==> src/rtl/unlock_gate_pkg.sv <==
`timescale 1ns/1ps
package unlock_gate_pkg;

  typedef enum logic [1:0] {
    ST_IDLE = 2'd0,
    ST_KEY1 = 2'd1,
    ST_KEY2 = 2'd2,
    ST_OPEN = 2'd3
  } gate_state_e;

  typedef struct packed {
    logic fwd;
    logic cmd;
    logic rej;
    logic loadEnd;
  } gate_stb_t;

endpackage

==> src/rtl/unlock_gate_ctrl.sv <==
`timescale 1ns/1ps
module unlock_gate_ctrl
  import unlock_gate_pkg::*;
#(
  parameter int GAP_LIMIT   = 32,
  parameter int HOLD_CYCLES = 16
) (
  input  logic      clk,
  input  logic      rstN,
  input  logic      wrStb,
  input  logic [2:0] keyHit,
  output gate_stb_t stb
);

  localparam int GAP_W  = $clog2(GAP_LIMIT + 1);
  localparam int HOLD_W = $clog2(HOLD_CYCLES + 1);

  logic [HOLD_W-1:0] holdCnt;
  logic [GAP_W-1:0]  gapCnt;
  gate_state_e       state, stateNxt, effState;
  logic              hasData, hasDataNxt;
  logic              holding, accept, expired;

  always_comb begin
    holding    = (holdCnt != '0);
    accept     = wrStb && !holding;
    expired    = (state != ST_IDLE) && (gapCnt == GAP_W'(GAP_LIMIT));
    effState   = expired ? ST_IDLE : state;
    stb        = '0;
    stb.loadEnd = expired && (state == ST_OPEN) && hasData;
    stateNxt   = effState;
    hasDataNxt = expired ? 1'b0 : hasData;
    if (accept) begin
      unique case (effState)
        ST_IDLE: begin
          stb.cmd  = keyHit[0];
          stb.rej  = !keyHit[0];
          stateNxt = keyHit[0] ? ST_KEY1 : ST_IDLE;
        end
        ST_KEY1: begin
          stb.cmd  = keyHit[1];
          stb.rej  = !keyHit[1];
          stateNxt = keyHit[1] ? ST_KEY2 : ST_IDLE;
        end
        ST_KEY2: begin
          stb.cmd    = keyHit[2];
          stb.rej    = !keyHit[2];
          stateNxt   = keyHit[2] ? ST_OPEN : ST_IDLE;
          hasDataNxt = 1'b0;
        end
        default: begin
          stb.fwd    = 1'b1;
          hasDataNxt = 1'b1;
        end
      endcase
    end
  end

  always_ff @(posedge clk or negedge rstN) begin
    if (!rstN) begin
      holdCnt <= HOLD_W'(HOLD_CYCLES);
      gapCnt  <= '0;
      state   <= ST_IDLE;
      hasData <= 1'b0;
    end else begin
      if (holding) holdCnt <= holdCnt - 1'b1;
      if (accept) gapCnt <= '0;
      else if (gapCnt != GAP_W'(GAP_LIMIT)) gapCnt <= gapCnt + 1'b1;
      state   <= stateNxt;
      hasData <= hasDataNxt;
    end
  end

  // the last key step is reachable only through the middle one
  a_r3_key_order: assert property (@(posedge clk) disable iff (!rstN)
    (state == ST_KEY2) |-> ($past(state) == ST_KEY1 || $past(state) == ST_KEY2));

  // the quiet-time counter never passes its limit
  a_r6_gap_bound: assert property (@(posedge clk) disable iff (!rstN)
    gapCnt <= GAP_W'(GAP_LIMIT));

  // nothing is accepted while the power-on hold runs
  a_r2_hold_quiet: assert property (@(posedge clk) disable iff (!rstN)
    (holdCnt != '0) |=> (state == ST_IDLE));

endmodule

==> src/rtl/unlock_gate_dp.sv <==
`timescale 1ns/1ps
module unlock_gate_dp
  import unlock_gate_pkg::*;
#(
  parameter int                ADDR_W    = 15,
  parameter int                DATA_W    = 8,
  parameter logic [ADDR_W-1:0] KEY0_ADDR = 15'h5555,
  parameter logic [DATA_W-1:0] KEY0_DATA = 8'hAA,
  parameter logic [ADDR_W-1:0] KEY1_ADDR = 15'h2AAA,
  parameter logic [DATA_W-1:0] KEY1_DATA = 8'h55,
  parameter logic [ADDR_W-1:0] KEY2_ADDR = 15'h5555,
  parameter logic [DATA_W-1:0] KEY2_DATA = 8'hA0
) (
  input  logic              clk,
  input  logic              rstN,
  input  logic              wrStb,
  input  logic [ADDR_W-1:0] wrAddr,
  input  logic [DATA_W-1:0] wrData,
  input  gate_stb_t         stb,
  output logic [2:0]        keyHit,
  output logic              fwdStb,
  output logic [ADDR_W-1:0] fwdAddr,
  output logic [DATA_W-1:0] fwdData,
  output logic              cmdStb,
  output logic              rejStb,
  output logic              loadEnd
);

  localparam int NKEY = 3;
  localparam logic [NKEY*ADDR_W-1:0] keyAddrs = {KEY2_ADDR, KEY1_ADDR, KEY0_ADDR};
  localparam logic [NKEY*DATA_W-1:0] keyDatas = {KEY2_DATA, KEY1_DATA, KEY0_DATA};

  for (genvar k = 0; k < NKEY; k++) begin : g_key
    assign keyHit[k] = (wrAddr == keyAddrs[k*ADDR_W +: ADDR_W]) &&
                       (wrData == keyDatas[k*DATA_W +: DATA_W]);
  end

  always_ff @(posedge clk or negedge rstN) begin
    if (!rstN) begin
      fwdStb  <= 1'b0;
      cmdStb  <= 1'b0;
      rejStb  <= 1'b0;
      loadEnd <= 1'b0;
      fwdAddr <= '0;
      fwdData <= '0;
    end else begin
      fwdStb  <= stb.fwd;
      cmdStb  <= stb.cmd;
      rejStb  <= stb.rej;
      loadEnd <= stb.loadEnd;
      if (stb.fwd) begin
        fwdAddr <= wrAddr;
        fwdData <= wrData;
      end
    end
  end

  // one write answers with at most one kind of strobe
  a_r9_one_kind: assert property (@(posedge clk) disable iff (!rstN)
    $onehot0({fwdStb, cmdStb, rejStb}));

  // a forwarded write carries the bus values of the sampled write
  a_r4_fwd_echo: assert property (@(posedge clk) disable iff (!rstN)
    wrStb && stb.fwd |=> fwdStb && fwdAddr == $past(wrAddr) && fwdData == $past(wrData));

  // a rejection always answers a real write
  a_r5_rej_cause: assert property (@(posedge clk) disable iff (!rstN)
    stb.rej |-> wrStb);

  // the close marker is a single-cycle pulse
  a_r7_end_pulse: assert property (@(posedge clk) disable iff (!rstN)
    loadEnd |=> !loadEnd);

endmodule

==> src/rtl/unlock_gate.sv <==
`timescale 1ns/1ps
module unlock_gate
  import unlock_gate_pkg::*;
#(
  parameter int                ADDR_W      = 15,
  parameter int                DATA_W      = 8,
  parameter logic [ADDR_W-1:0] KEY0_ADDR   = 15'h5555,
  parameter logic [DATA_W-1:0] KEY0_DATA   = 8'hAA,
  parameter logic [ADDR_W-1:0] KEY1_ADDR   = 15'h2AAA,
  parameter logic [DATA_W-1:0] KEY1_DATA   = 8'h55,
  parameter logic [ADDR_W-1:0] KEY2_ADDR   = 15'h5555,
  parameter logic [DATA_W-1:0] KEY2_DATA   = 8'hA0,
  parameter int                GAP_LIMIT   = 32,
  parameter int                HOLD_CYCLES = 16
) (
  input  logic              clk,
  input  logic              rstN,
  input  logic              wrStb,
  input  logic [ADDR_W-1:0] wrAddr,
  input  logic [DATA_W-1:0] wrData,
  output logic              fwdStb,
  output logic [ADDR_W-1:0] fwdAddr,
  output logic [DATA_W-1:0] fwdData,
  output logic              cmdStb,
  output logic              rejStb,
  output logic              loadEnd
);

  gate_stb_t  stb;
  logic [2:0] keyHit;

  unlock_gate_ctrl #(
    .GAP_LIMIT  (GAP_LIMIT),
    .HOLD_CYCLES(HOLD_CYCLES)
  ) ctrl_i (
    .clk   (clk),
    .rstN  (rstN),
    .wrStb (wrStb),
    .keyHit(keyHit),
    .stb   (stb)
  );

  unlock_gate_dp #(
    .ADDR_W   (ADDR_W),
    .DATA_W   (DATA_W),
    .KEY0_ADDR(KEY0_ADDR),
    .KEY0_DATA(KEY0_DATA),
    .KEY1_ADDR(KEY1_ADDR),
    .KEY1_DATA(KEY1_DATA),
    .KEY2_ADDR(KEY2_ADDR),
    .KEY2_DATA(KEY2_DATA)
  ) dp_i (
    .clk    (clk),
    .rstN   (rstN),
    .wrStb  (wrStb),
    .wrAddr (wrAddr),
    .wrData (wrData),
    .stb    (stb),
    .keyHit (keyHit),
    .fwdStb (fwdStb),
    .fwdAddr(fwdAddr),
    .fwdData(fwdData),
    .cmdStb (cmdStb),
    .rejStb (rejStb),
    .loadEnd(loadEnd)
  );

endmodule

==> config.mk <==
export PLATFORM = sky130hd
export DESIGN_NAME = unlock_gate
export DESIGN_NICKNAME = d
export VERILOG_FILES = /design/src/rtl/unlock_gate_pkg.sv /design/src/rtl/unlock_gate_ctrl.sv /design/src/rtl/unlock_gate_dp.sv /design/src/rtl/unlock_gate.sv
export SDC_FILE = /design/constraint.sdc
export NUM_CORES = 1
export LEC_CHECK = 0
export ABC_AREA = 1
export BUFFER_PORTS_ARGS = -buffer_cell sky130_fd_sc_hd__buf_4
export CAP_MARGIN = 0
export CORE_MARGIN = 4
export CORE_UTILIZATION = 52
export DETAILED_ROUTE_END_ITERATION = 16
export PLACE_DENSITY = 0.76
export SYNTH_ARGS = -nofsm -noshare
export SYNTH_HDL_FRONTEND = slang
export SYNTH_SLANG_ARGS = --single-unit
==> constraint.sdc <==
create_clock -name clk -period 1.8 [get_ports clk]
set_clock_uncertainty 0.15 [all_clocks]
set_input_delay 0.18 -clock clk [delete_from_list [all_inputs] [get_ports clk]]
set_output_delay 0.18 -clock clk [all_outputs]
set_load 0.02 [all_outputs]
# Word-level counts from Yosys, hierarchy flattened
# Cells that the tools add are included.
dict set report word_totals {
  reg_bits 41
  out_inout_bits 27
  elab_cells 53
}
dict set report classes {
  addsub 2
  n_eq_ne 10
  muxes 14
  reduce_logical 17
}
# cell count
set op_table {}
lappend op_table {{equality test 8 bit (second input constant)} 2}
lappend op_table {{equality test 15 x 14 -> 1 bit (second input constant)} 1}
lappend op_table {{equality test 15 bit (second input constant)} 1}
lappend op_table {{2-to-1 mux 6 bit} 2}
lappend op_table {{case mux 2 bit (3 select lines)} 2}
lappend op_table {{equality test 8 x 7 -> 1 bit (second input constant)} 1}
lappend op_table {{2-to-1 mux 2 bit} 4}
lappend op_table {{logical AND 1 bit} 7}
lappend op_table {{adder 6 x 1 -> 6 bit (second input constant)} 1}
lappend op_table {{equality test 6 bit (second input constant)} 1}
lappend op_table {{inequality test 6 bit (second input constant)} 1}
lappend op_table {{nonzero test 5 bit} 1}
lappend op_table {{subtractor 5 x 1 -> 5 bit (second input constant)} 1}
lappend op_table {{equality test 2 bit (second input constant)} 2}
lappend op_table {{logical NOT 1 bit} 4}
lappend op_table {{2-to-1 mux 1 bit} 4}
lappend op_table {{nonzero test 2 bit} 2}
lappend op_table {{2-to-1 mux 3 bit} 1}
lappend op_table {{OR reduction 3 bit} 1}
lappend op_table {{equality test 2 x 1 -> 1 bit (second input constant)} 1}
lappend op_table {{logical NOT 2 bit} 1}
lappend op_table {{case mux 1 bit (2 select lines)} 1}
lappend op_table {{OR reduction 2 bit} 1}

# Longest topological paths before layout
dict set report logic_depth {
  ltp_word 7
  mapped_depth 12
  mapped_depth_nobuf 11
}

# Cells and area by module
# Synthesis repeated with hierarchy kept, for this count alone.
dict set report hier_totals {
  cells_unflattened 218
  hier_area_um2 2052.0
}
# module instances cells_per_inst area_each_um2
set modules_own_cells {}
lappend modules_own_cells {unlock_gate_dp 1 113 1201.2}
lappend modules_own_cells {unlock_gate_ctrl 1 105 850.8}

# Worst setup path after synthesis
# OpenSTA, ideal clock, no wires.
dict set report synth_path {
  kind {register to register}
  start {reg ctrl_i.holdCnt[0]}
  end {reg dp_i.fwdAddr[3]}
  setup_ns 0.121
  arrival_time_ns 1.362
  path_slack_ns 0.166
  path_stages_with_launch 10
  cell_sequence {dfrtp_1 inv_1 ha_1 nand4_4 clkinv_4 nand2_4 buf_6 buf_6 nand2_1 o21ai_1}
}
dict set report synth_between {
  elab_chain_cells 4
}
# item line_no
set synth_lines {}
lappend synth_lines {{start, declared} unlock_gate_ctrl.sv:18} ;# logic [HOLD_W-1:0] holdCnt;
lappend synth_lines {{start signal, assigned} unlock_gate_ctrl.sv:61} ;# holdCnt <= HOLD_W'(HOLD_CYCLES);
lappend synth_lines {{start signal, assigned} unlock_gate_ctrl.sv:66} ;# if (holding) holdCnt <= holdCnt - 1'b1;
lappend synth_lines {{nonzero test 5 bit} unlock_gate_ctrl.sv:25} ;# holding = (holdCnt != '0);
lappend synth_lines {{logical NOT 1 bit} unlock_gate_ctrl.sv:26} ;# accept = wrStb && !holding;
lappend synth_lines {{logical AND 1 bit} unlock_gate_ctrl.sv:26}
lappend synth_lines {{2-to-1 mux 3 bit} unlock_gate_ctrl.sv:33} ;# if (accept) begin
lappend synth_lines {{end signal, assigned} unlock_gate_dp.sv:52} ;# fwdAddr <= wrAddr;
lappend synth_lines {{end, declared} unlock_gate_dp.sv:22} ;# output logic [ADDR_W-1:0] fwdAddr,
# No other way between the ends.
# A chain may end at the register's enable or synchronous reset.

# Worst setup path after layout
dict set report layout_path {
  start {reg ctrl_i.gapCnt[0]}
  end {reg ctrl_i.state[0]}
}
dict set report layout_between {
  elab_chain_cells 6
  elab_cells_between_ends 8
}
# item line_no
set layout_lines {}
lappend layout_lines {{start, declared} unlock_gate_ctrl.sv:19} ;# logic [GAP_W-1:0] gapCnt;
lappend layout_lines {{start signal, assigned} unlock_gate_ctrl.sv:68} ;# else if (gapCnt != GAP_W'(GAP_LIMIT)) gapCnt <= gapCnt + 1'b1;
lappend layout_lines {{equality test 6 bit (*)} unlock_gate_ctrl.sv:27} ;# expired = (state != ST_IDLE) && (gapCnt == GAP_W'(GAP_LIMIT));
lappend layout_lines {{logical AND 1 bit (*)} unlock_gate_ctrl.sv:27}
lappend layout_lines {{2-to-1 mux 2 bit (*)} unlock_gate_ctrl.sv:28} ;# effState = expired ? ST_IDLE : state;
lappend layout_lines {{equality test 2 bit (tied with other cells)} unlock_gate_ctrl.sv:34} ;# unique case (effState)
lappend layout_lines {{case mux 2 bit (3 select lines)} unlock_gate_ctrl.sv:34}
lappend layout_lines {{2-to-1 mux 2 bit (*)} unlock_gate_ctrl.sv:33}
lappend layout_lines {{net ctrl_i.stateNxt[0]} unlock_gate_ctrl.sv:20} ;# gate_state_e state, stateNxt, effState;
lappend layout_lines {{end signal, assigned} unlock_gate_ctrl.sv:69} ;# state <= stateNxt;
lappend layout_lines {{end, declared} unlock_gate_ctrl.sv:20}
# The timed path passes the listed nets; every way through them passes the cells marked *.

==> impl_metrics.tcl <==
set metrics [dict create \
    cp.arrival_ps 1740 \
    synth_nets 287 \
    fillers 307 \
    dr.first_iter.drc_count 74 \
    cts_buffer_depth 2 \
    drt_first_pass_iters 4 \
    design_area_um2 2753 \
    cts_tree "yes" \
    wire_per_inst_um 12.27 \
    die-area_um2 5018 \
    drv_cap 0 \
    rows 22 \
    cp_slowest_stage_delay_ps 400 \
    p_int_mw 1.668 \
    synth-edff-count 0 \
    worst_setup_path_end_kind "flip-flop" \
    totalWireLength_um 4637 \
    power_mw 2.408 \
    clock-sinks 41 \
    dr_total_vias 1818 \
    synth_seq_area_share 0.5003 \
    maxSlewHeadroom 0.6667 \
    syn_inst 258 \
    fmax_ghz 0.5826 \
    hold_viol_final 0 \
    worstHoldPathType "input pin to flip-flop" \
    avgSynthCellArea_um2 7.958 \
    antenna_cells 0 \
    dieHeight_um 70.84 \
    clk_pin_slew_ps 70 \
    synth_most_common_cell "nand2_1" \
    regToRegSetupSlack_ps 80 \
    synth.area.top_cells "dfrtp_1 (49%), nand2_1 (15%), inv_1 (6.2%)" \
    utilization 0.7353 \
    worstMarginPinSlew_ps 499.9 \
    core_area_um2 3744 \
    die_w_um 70.84 \
    ys_warn_count 0 \
    grt_max_degree 42 \
    dpl.hpwl_um 3319 \
    yosysTopAreaCellShare 0.4875 \
    antenna_found_initial 0 \
    power_leakage_nw 1.487 \
    cts_root_buf "clkbuf_8" \
    switching_share 0.3075 \
    place_ws_ps 73.24 \
    placed_cell_area_um2 2485 \
    power_frac_comb 0.281 \
    postSynth.asyncResetShare 1.000 \
    ys.flop_type "dfrtp_1" \
    layout.area.seq_um2 1027 \
    ys_types 26 \
    critPathKind "flip-flop to flip-flop" \
    crit_chain "inv_2 -> ha_4 -> nand2_1 -> inv_2 -> nand3_4 -> inv_4 -> nor2_4 -> nand2_4 -> clkinvlp_4 -> nor2_1 -> nand2_1" \
    area_delta_synth_final_pct 34.06 \
    synth_area_um2 2053 \
    powerDensity_nw_per_um2 874.9 \
    status "finished, final reports clean" \
    synth_common_cells "nand2_1 (84), dfrtp_1 (40), inv_1 (34), nor2_1 (34), nand3_1 (17)" \
    nets 359 \
    cts_made_buffers 5 \
    grt_usage 0.1813 \
    gp_congestion 0.9012 \
    ir_drop_v 0.0005508 \
    maxSlewViolCount 0 \
    critical_path_buf_inv_count 4 \
    postLayoutSetupSlackWorst_ps 83.58 \
    num_io_pins 53 \
    io_buffers 52 \
    drive_above_1_share 0.2545 \
    sequentialPowerShare 0.475 \
    multi_input_area_um2 852.1 \
    viasPerCell 4.810 \
    setup_violations 0 \
    worstSkewPairLatency_ps 280 \
    drc 0 \
    start_util 0.5485 \
    clkPwrFrac 0.244 \
    path_delay_family "simple AND/OR/NAND/NOR gates" \
    grt_pass1_wl_um 7438 \
    min_period_ps 1716 \
    synth_seq_cells 41 \
    final.period_utilization 0.9536 \
    worstPathMaxFanout 6 \
    start_kind "flip-flop" \
    overflow 0 \
    critical_path_required_ps 1830 \
    switching_power_mw 0.7405 \
    post-synth-top-area-cell "dfrtp_1" \
    first_global_vias 1694 \
    ant_nets 0 \
    critPathSlowestCell "dfrtp_1" \
    htreeDepth 2 \
]
## placed cells by master (no fill, tap or decap), types with 2 or more instances in the layout
cell type,instances
a21oi_1,4
buf_4,57
clkbuf_8,6
clkinvlp_4,2
dfrtp_1,40
dlygate4sd3_1,10
ha_1,2
inv_1,30
inv_2,3
nand2_1,84
nand3_1,17
nor2_1,34
nor2_4,2
o21ai_0,11
o21ai_1,6
o21ai_2,4
xor2_1,3
## worst register-to-register path: stages (launching register included)
cell and delay [ps]:
dfrtp_1 400, inv_2 90, ha_4 130, nand2_1 60, inv_2 70, nand3_4 100
inv_4 90, nor2_4 40, nand2_4 140, clkinvlp_4 170, nor2_1 120, nand2_1 60
## timing repair
item | 4_1_cts | 5_1_grt
endpoints found under the hold margin | 49 | 0
endpoints found under the setup margin | 0 | 18
hold buffers | 10 | 0
buffers inserted | 0 | 4
gates resized for setup | 0 | 8
## through the flow
step	hold slack (ps)	instances	setup TNS [ps]
6_report	20.13	378	0
5_1_grt	22.23	378	-12.45
4_1_cts	14.63	372	0
3_5_place_dp	35.75	355	0
3_3_place_gp	40.12	355	0
2_1_floorplan	-265.6	258	0
## final cells by class
| type | count | area share |
|---|---|---|
| tap | 48 | 0.02182 |
| multi-input combinational | 176 | 0.3095 |
| inverter | 36 | 0.05318 |
| timing repair buffer | 69 | 0.2082 |
| sequential | 41 | 0.3732 |
| timing repair inverter | 1 | 0.002727 |
| clock buffer | 7 | 0.03136 |
## routing by layer
layer	wire length [um]	track usage
met2	2122	0.2853
met3	327	0.04545
met1	2157	0.2584
met4	29	0.03132
met5	0	0
## sequential cells by signal, indices dropped and copies added (netlist names), 2 cells and up
signal,count
ctrl_i.gapCnt,6
dp_i.fwdData,8
ctrl_i.holdCnt,5
ctrl_i.state,2
dp_i.fwdAddr,15
## final timing paths
path / from / to / cells past startpoint
worst max register to register: ctrl_i.gapCnt[0] / ctrl_i.state[0] / 11
worst min register to register: ctrl_i.holdCnt[0] / ctrl_i.holdCnt[0] / 1
worst min-delay path: wrData[7] / dp_i.fwdData[7] / 3
max in group asynchronous: rstN / ctrl_i.holdCnt[4] / 2
min in group asynchronous: rstN / dp_i.fwdData[4] / 2
worst max-delay path: ctrl_i.gapCnt[0] / ctrl_i.state[0] / 11
## power groups by stage
stage	registers (mW)	clock network [mW]	logic, mW
2_1_floorplan	1.32	0	0.166
3_3_place_gp	1.16	0	0.646
3_5_place_dp	1.15	0	0.660
4_1_cts	1.14	0.609	0.674
5_1_grt	1.17	0.646	0.739
6_report	1.14	0.589	0.676
## cell families (layout without fill, tap and decap cells)
kind of cell               after synthesis  after routing  share of synthesized area
and+or+nand+nor                        144            144                     0.3059
buffers and inverters                   41            113                    0.09079
DFF                                     41             41                     0.5003
xor gates and xnor gates                 3              3                    0.01280
AOI/OAI and AO/OA                       26             26                    0.07191
adders and majority gates                3              3                    0.01828
Note: power is estimated with default switching activity, not from simulation.
